<file path="src/rtl/hsin_pkg.sv">
package hsin_pkg;
  typedef enum logic [1:0] {
    A_CTRL = 2'd0,
    A_STAT = 2'd1,
    A_HIGH = 2'd2,
    A_LOW  = 2'd3
  } reg_addr_e;

  typedef struct packed {
    logic wide;
    logic pulsed;
    logic en;
  } ctrl_t;
endpackage

</file>
<file path="src/rtl/hsin_strobe_sync.sv">
module hsin_strobe_sync #(
  parameter int STAGES = 2
) (
  input  logic clk,
  input  logic rst_n,
  input  logic async_i,
  output logic rise_o
);
  // STAGES flops bring the strobe into the clock domain, one more marks the edge
  logic [STAGES:0] sh_q;

  always_ff @(posedge clk or negedge rst_n) begin
    if (!rst_n) sh_q <= '0;
    else        sh_q <= {sh_q[STAGES-1:0], async_i};
  end

  assign rise_o = sh_q[STAGES-1] & ~sh_q[STAGES];
endmodule

</file>
<file path="src/rtl/hsin_buf2.sv">
module hsin_buf2 #(
  parameter int W = 16
) (
  input  logic         clk,
  input  logic         rst_n,
  input  logic         cap_i,
  input  logic [W-1:0] cap_data_i,
  input  logic         pop_i,
  output logic         fin_valid_o,
  output logic [W-1:0] fin_data_o,
  output logic         full_o,
  output logic         overrun_o
);
  logic         ini_v, fin_v, ovr_q;
  logic [W-1:0] ini_d, fin_d;
  logic         move, accept;

  // The front stage refills whenever it is empty or is being emptied this cycle
  assign move   = ini_v & (~fin_v | pop_i);
  assign accept = cap_i & (~ini_v | move);

  always_ff @(posedge clk or negedge rst_n) begin
    if (!rst_n) begin
      ini_v <= 1'b0;
      fin_v <= 1'b0;
      ini_d <= '0;
      fin_d <= '0;
      ovr_q <= 1'b0;
    end else begin
      if (move) begin
        fin_d <= ini_d;
        fin_v <= 1'b1;
      end else if (pop_i) begin
        fin_v <= 1'b0;
      end
      if (accept) begin
        ini_d <= cap_data_i;
        ini_v <= 1'b1;
      end else if (move) begin
        ini_v <= 1'b0;
      end
      if (cap_i & ~accept) ovr_q <= 1'b1;
    end
  end

  assign fin_valid_o = fin_v;
  assign fin_data_o  = fin_d;
  assign full_o      = ini_v & fin_v;
  assign overrun_o   = ovr_q;
endmodule

</file>
<file path="src/rtl/hsin_hs_ctrl.sv">
module hsin_hs_ctrl #(
  parameter int PULSE_LEN = 4
) (
  input  logic clk,
  input  logic rst_n,
  input  logic en_i,
  input  logic pulsed_i,
  input  logic full_i,
  input  logic pop_i,
  output logic hs_o
);
  localparam int CNT_W = $clog2(PULSE_LEN + 1);

  logic             en_q;
  logic [CNT_W-1:0] cnt_q;
  logic             trig;

  assign trig = pop_i | (en_i & ~en_q);

  always_ff @(posedge clk or negedge rst_n) begin
    if (!rst_n) begin
      en_q  <= 1'b0;
      cnt_q <= '0;
    end else begin
      en_q <= en_i;
      if (!en_i)              cnt_q <= '0;
      else if (trig)          cnt_q <= CNT_W'(PULSE_LEN);
      else if (cnt_q != '0)   cnt_q <= cnt_q - CNT_W'(1);
    end
  end

  assign hs_o = en_i & (pulsed_i ? (cnt_q != '0) : ~full_i);
endmodule

</file>
<file path="src/rtl/hsin_port.sv">
module hsin_port
  import hsin_pkg::*;
#(
  parameter int BYTE_W      = 8,
  parameter int SYNC_STAGES = 2,
  parameter int PULSE_LEN   = 4
) (
  input  logic                clk,
  input  logic                rst_n,
  input  logic                stb_i,
  input  logic [2*BYTE_W-1:0] pdata_i,
  output logic                hs_o,
  input  logic                cpu_we_i,
  input  logic                cpu_re_i,
  input  logic [1:0]          cpu_addr_i,
  input  logic [BYTE_W-1:0]   cpu_wdata_i,
  output logic [BYTE_W-1:0]   cpu_rdata_o,
  output logic                data_avail_o,
  output logic                dma_req_o,
  output logic                overrun_o
);
  localparam int WORD_W = 2 * BYTE_W;
  localparam int CTRL_W = $bits(ctrl_t);

  ctrl_t             ctrl_q;
  logic              rise, pop, fin_v, full, ovr;
  logic [WORD_W-1:0] fin_d;
  logic              unused_wbits;

  assign unused_wbits = ^cpu_wdata_i[BYTE_W-1:CTRL_W];

  always_ff @(posedge clk or negedge rst_n) begin
    if (!rst_n)                                    ctrl_q <= '0;
    else if (cpu_we_i && cpu_addr_i == A_CTRL)     ctrl_q <= ctrl_t'(cpu_wdata_i[CTRL_W-1:0]);
  end

  // Only a read of the low byte retires a word
  assign pop = cpu_re_i & (cpu_addr_i == A_LOW) & fin_v;

  hsin_strobe_sync #(.STAGES(SYNC_STAGES)) u_sync (
    .clk(clk), .rst_n(rst_n), .async_i(stb_i), .rise_o(rise)
  );

  hsin_buf2 #(.W(WORD_W)) u_buf (
    .clk(clk), .rst_n(rst_n), .cap_i(rise), .cap_data_i(pdata_i), .pop_i(pop),
    .fin_valid_o(fin_v), .fin_data_o(fin_d), .full_o(full), .overrun_o(ovr)
  );

  hsin_hs_ctrl #(.PULSE_LEN(PULSE_LEN)) u_hs (
    .clk(clk), .rst_n(rst_n), .en_i(ctrl_q.en), .pulsed_i(ctrl_q.pulsed),
    .full_i(full), .pop_i(pop), .hs_o(hs_o)
  );

  always_comb begin
    cpu_rdata_o = '0;
    unique case (reg_addr_e'(cpu_addr_i))
      A_CTRL: cpu_rdata_o[CTRL_W-1:0] = ctrl_q;
      A_STAT: cpu_rdata_o[1:0]        = {ovr, fin_v};
      A_HIGH: cpu_rdata_o             = ctrl_q.wide ? fin_d[WORD_W-1:BYTE_W] : '0;
      A_LOW:  cpu_rdata_o             = fin_d[BYTE_W-1:0];
    endcase
  end

  assign data_avail_o = fin_v;
  assign dma_req_o    = fin_v;
  assign overrun_o    = ovr;
endmodule

</file>
<file path="config.mk">
export PLATFORM = sky130hd
export DESIGN_NAME = hsin_port
export DESIGN_NICKNAME = d
export VERILOG_FILES = /design/src/rtl/hsin_pkg.sv /design/src/rtl/hsin_strobe_sync.sv /design/src/rtl/hsin_buf2.sv /design/src/rtl/hsin_hs_ctrl.sv /design/src/rtl/hsin_port.sv
export SDC_FILE = /design/constraint.sdc
export NUM_CORES = 1
export LEC_CHECK = 0
export ABC_CLOCK_PERIOD_IN_PS = 2200
export BUFFER_PORTS_ARGS = -buffer_cell sky130_fd_sc_hd__buf_4
export CAP_MARGIN = 20
export CORE_MARGIN = 10
export CORE_UTILIZATION = 57
export DETAILED_ROUTE_END_ITERATION = 10
export GPL_TIMING_DRIVEN = 0
export PLACE_DENSITY = 0.83
export SETUP_SLACK_MARGIN = 0.05
export SYNTH_ARGS = -nofsm -noshare
export SYNTH_HDL_FRONTEND = slang
export SYNTH_SLANG_ARGS = --single-unit
</file>
<file path="constraint.sdc">
create_clock -name clk -period 2.2 [get_ports clk]
set_input_delay 0.22 -clock clk [delete_from_list [all_inputs] [get_ports clk]]
set_output_delay 0.22 -clock clk [all_outputs]
set_load 0.02 [all_outputs]
</file>
==> out/qor.csv <==
stage;metric;value;unit
layout;share of layout cells above drive strength 1;0.457;
timing;RSZ-0062 raised after global routing;false;
cts;Worst-Skew Late Latency;0.36;ns
route;final routed DRC violation total;0;
cts;root buf cell;clkbuf_4;
yosys;Synth area leader;dfrtp_1;
yosys;Main synth FF type;dfrtp_1;
placed_design;DP HPWL;2880;um
global_route;GRT overflow;0;
die;starting density of the core;0.590;
placed_design;Port Buffer Count;37;
route;via count;1228;
yosys;Post-Synth Simple-Gate Area;0.0750;
power_and_ir_drop;Power Density;970;nW/um^2
yosys;Synth Instances;139;
route;Pre-antenna DRT Iters;4;
global_route;initial antenna violation count;0;
route;met2 wire len;2010;um
yosys;post-synthesis mux area share;0.219;
worst_setup_path;Required @ worst endpoint;1.98;ns
die;Core ar.;3340;sq um
route;Met3 Wirelength;181;um
yosys;Unique masters post-synth;35;
cts;CTS sink cnt;45;
layout;fin nets;218;
timing;setup violators final;0;
placed_design;Placed Area;2300;sq um
layout;Antenna Cells;0;
die;die width;78.8;um
yosys;Post-synth EDFFs;0;
cts;Num CTS Buffers;5;
power_and_ir_drop;P_leak;1.07;nW
worst_setup_path;Worst Setup End Kind;output port;
yosys;Post-Synth Adder-Cell Area;0.0127;
layout;final non-filler cell total;232;
timing;Setup Skew;0.0140;ns
route;Metal-1 WL;1550;um
cts;clock buffer depth;2;
route;wire per inst;16.4;um
power_and_ir_drop;worst-case vdd ir drop;0.683;mV
yosys;top area cells in the synthesized netlist;dfrtp_1 (57%), mux2_2 (14%), mux2_4 (7.6%);
yosys;sequential cell area fraction in the yosys report;0.572;
cts;clk slew on worst S/H paths;0.12;ns
worst_setup_path;critical path data arrival time;1.61;ns
route;max layer used;met4;
yosys;Synth Register Bits;45;
layout;design area;2370;sq um
global_route;largest net degree at the start of global routing;46;
yosys;xor/xnor share of the synthesized area;0.00445;
timing;minimum clock period;1.83;ns
worst_setup_path;worst-path fanout max;8;
cts;post-cts sizing count;0;
job;Max-Cap Viols;0;
die;IO Pins;43;
layout;most frequent cells in the layout;dfrtp_1 (45), buf_4 (38), mux2_2 (24);
global_route;vias in the first global route;1355;
cts;cts hold-fix bufs;2;
die;die height;78.8;um
cts;setup bufs post-CTS;0;
worst_hold_path;Worst Hold Class;in2reg;
timing;fmax;546;MHz
route;Via density;5.29;
die;Rows;21;
cts;CTS H-tree depth;2;
yosys;Synth Area per Inst;14.2;sq um
placed_design;Placed Cells;222;
timing;final critical-path share of the clock period;0.833;
route;drt first-iter violations;60;
yosys;Post-Syn Area;1970;sq um
layout;Area Growth Syn to Fin;20.7;%
yosys;Synth Warn #;0;
die;die area;6200;sq um
yosys;compound-cell area share of the yosys netlist;0.0833;
placed_design;Routability Congestion;0.781;
outcome;status;completed;
yosys;Syn Nets;172;
timing;final hold vios;0;
global_route;All-Layer GR Usage;0.130;
worst_setup_path;kind of critical path;reg2out;
global_route;first-pass GRT wire length;6370;um
route;routed wire length;3810;um
timing;fin. max-slew vios;0;
yosys;ys async rst share;1.00;
yosys;main combinational cell family by area after synthesis;multiplexers;
layout;commonest non-fill, non-tap cell in the layout;dfrtp_1;
timing;Slew HR;0.633;
route;DRT antenna net count;0;
timing;Post-Route Setup TNS;0;ns
timing;worst-margin pin slew;0.551;ns
worst_setup_path;Critical Path Start Type;flip-flop;
cts;TritonCTS clock tree;built;
yosys;share of the synthesized area in the top cell type;0.572;
[layout make-up]
| cell class | instances | area (sq um) |
|---|---|---|
| Buffer | 7 | 55.1 |
| Clock buffer | 6 | 41.3 |
| Clock inverter | 2 | 10.0 |
| Fill cell | 245 | 962 |
| Inverter | 3 | 11.3 |
| Multi-Input combinational cell | 84 | 776 |
| Sequential cell | 45 | 1130 |
| Tap cell | 46 | 57.6 |
| Timing Repair Buffer | 39 | 298 |
[metrics by stage]
step	total power, W	setup WS [ns]	util	hold WS (ns)
6_report	0.00230	0.368	0.712	0.0687
5_1_grt	0.00245	0.221	0.712	0.0524
4_1_cts	0.00233	0.358	0.712	0.0552
3_5_place_dp	0.00195	0.507	0.690	0.247
3_3_place_gp	0.00191	0.577	0.690	0.239
2_1_floorplan	0.00172	0.555	-	-0.0756
[metal layers]
metal  up-vias  track usage
met2        23        0.220
met4         0       0.0591
met1       613        0.146
met3         7       0.0450
li1        585            -
met5         -            0
[synth_stat cells, drive strengths merged, types with 2 or more instances]
master   instances
ha               2
a21oi            4
clkbuf           4
nor2             4
nor2b            8
dfrtp           45
o21ai            2
a2bb2oi          2
mux2            34
nand3            4
buf              3
nand2            2
inv              3
nor3             2
a22oi            5
nand2b           2
[sequential cells by signal, indices dropped and copies added (netlist names)]
register and count:
u_buf.fin_data_o 16, u_buf.ini_d 16, ctrl_q 3, u_hs.cnt_q 3
u_sync.sh_q 3, u_buf.fin_valid_o 1, u_buf.ini_v 1, u_buf.overrun_o 1
u_hs.en_q 1
[kinds of logic after synthesis]
| group | Yosys count |
|---|---|
| compound gates | 20 |
| flops | 45 |
| fa+ha+maj | 2 |
| xor+xnor | 1 |
| simple gates | 26 |
| buf+inv | 10 |
| mux | 35 |
[power breakdown]
group / switching (W) / total [W] / internal, W
registers: 0.000164 / 0.00126 / 0.00110
logic: 0.000254 / 0.000670 / 0.000416
clock network: 0.000250 / 0.000372 / 0.000122
[critical path: stages (launching register included)]
cell and delay (ns):
dfrtp_1 0.37, nor2b_1 0.12, clkbuf_1 0.30, a2bb2oi_1 0.12, a21oi_1 0.17, buf_4 0.17
[worst paths after layout]
kind,startpoint,endpoint,slack (ns),depth (start not counted)
max,ctrl_q[2],cpu_rdata_o[1],0.37,5
min,cpu_wdata_i[0],ctrl_q[0],0.07,3
max reg2reg,u_buf.fin_valid_o,u_buf.ini_d[10],0.51,5
min reg2reg,u_sync.sh_q[0],u_sync.sh_q[1],0.37,0
max in group asynchronous,rst_n,u_buf.fin_data_o[8],1.45,2
min in group asynchronous,rst_n,u_buf.fin_data_o[0],0.37,2
No activity file was read; power rests on OpenSTA's default activity.
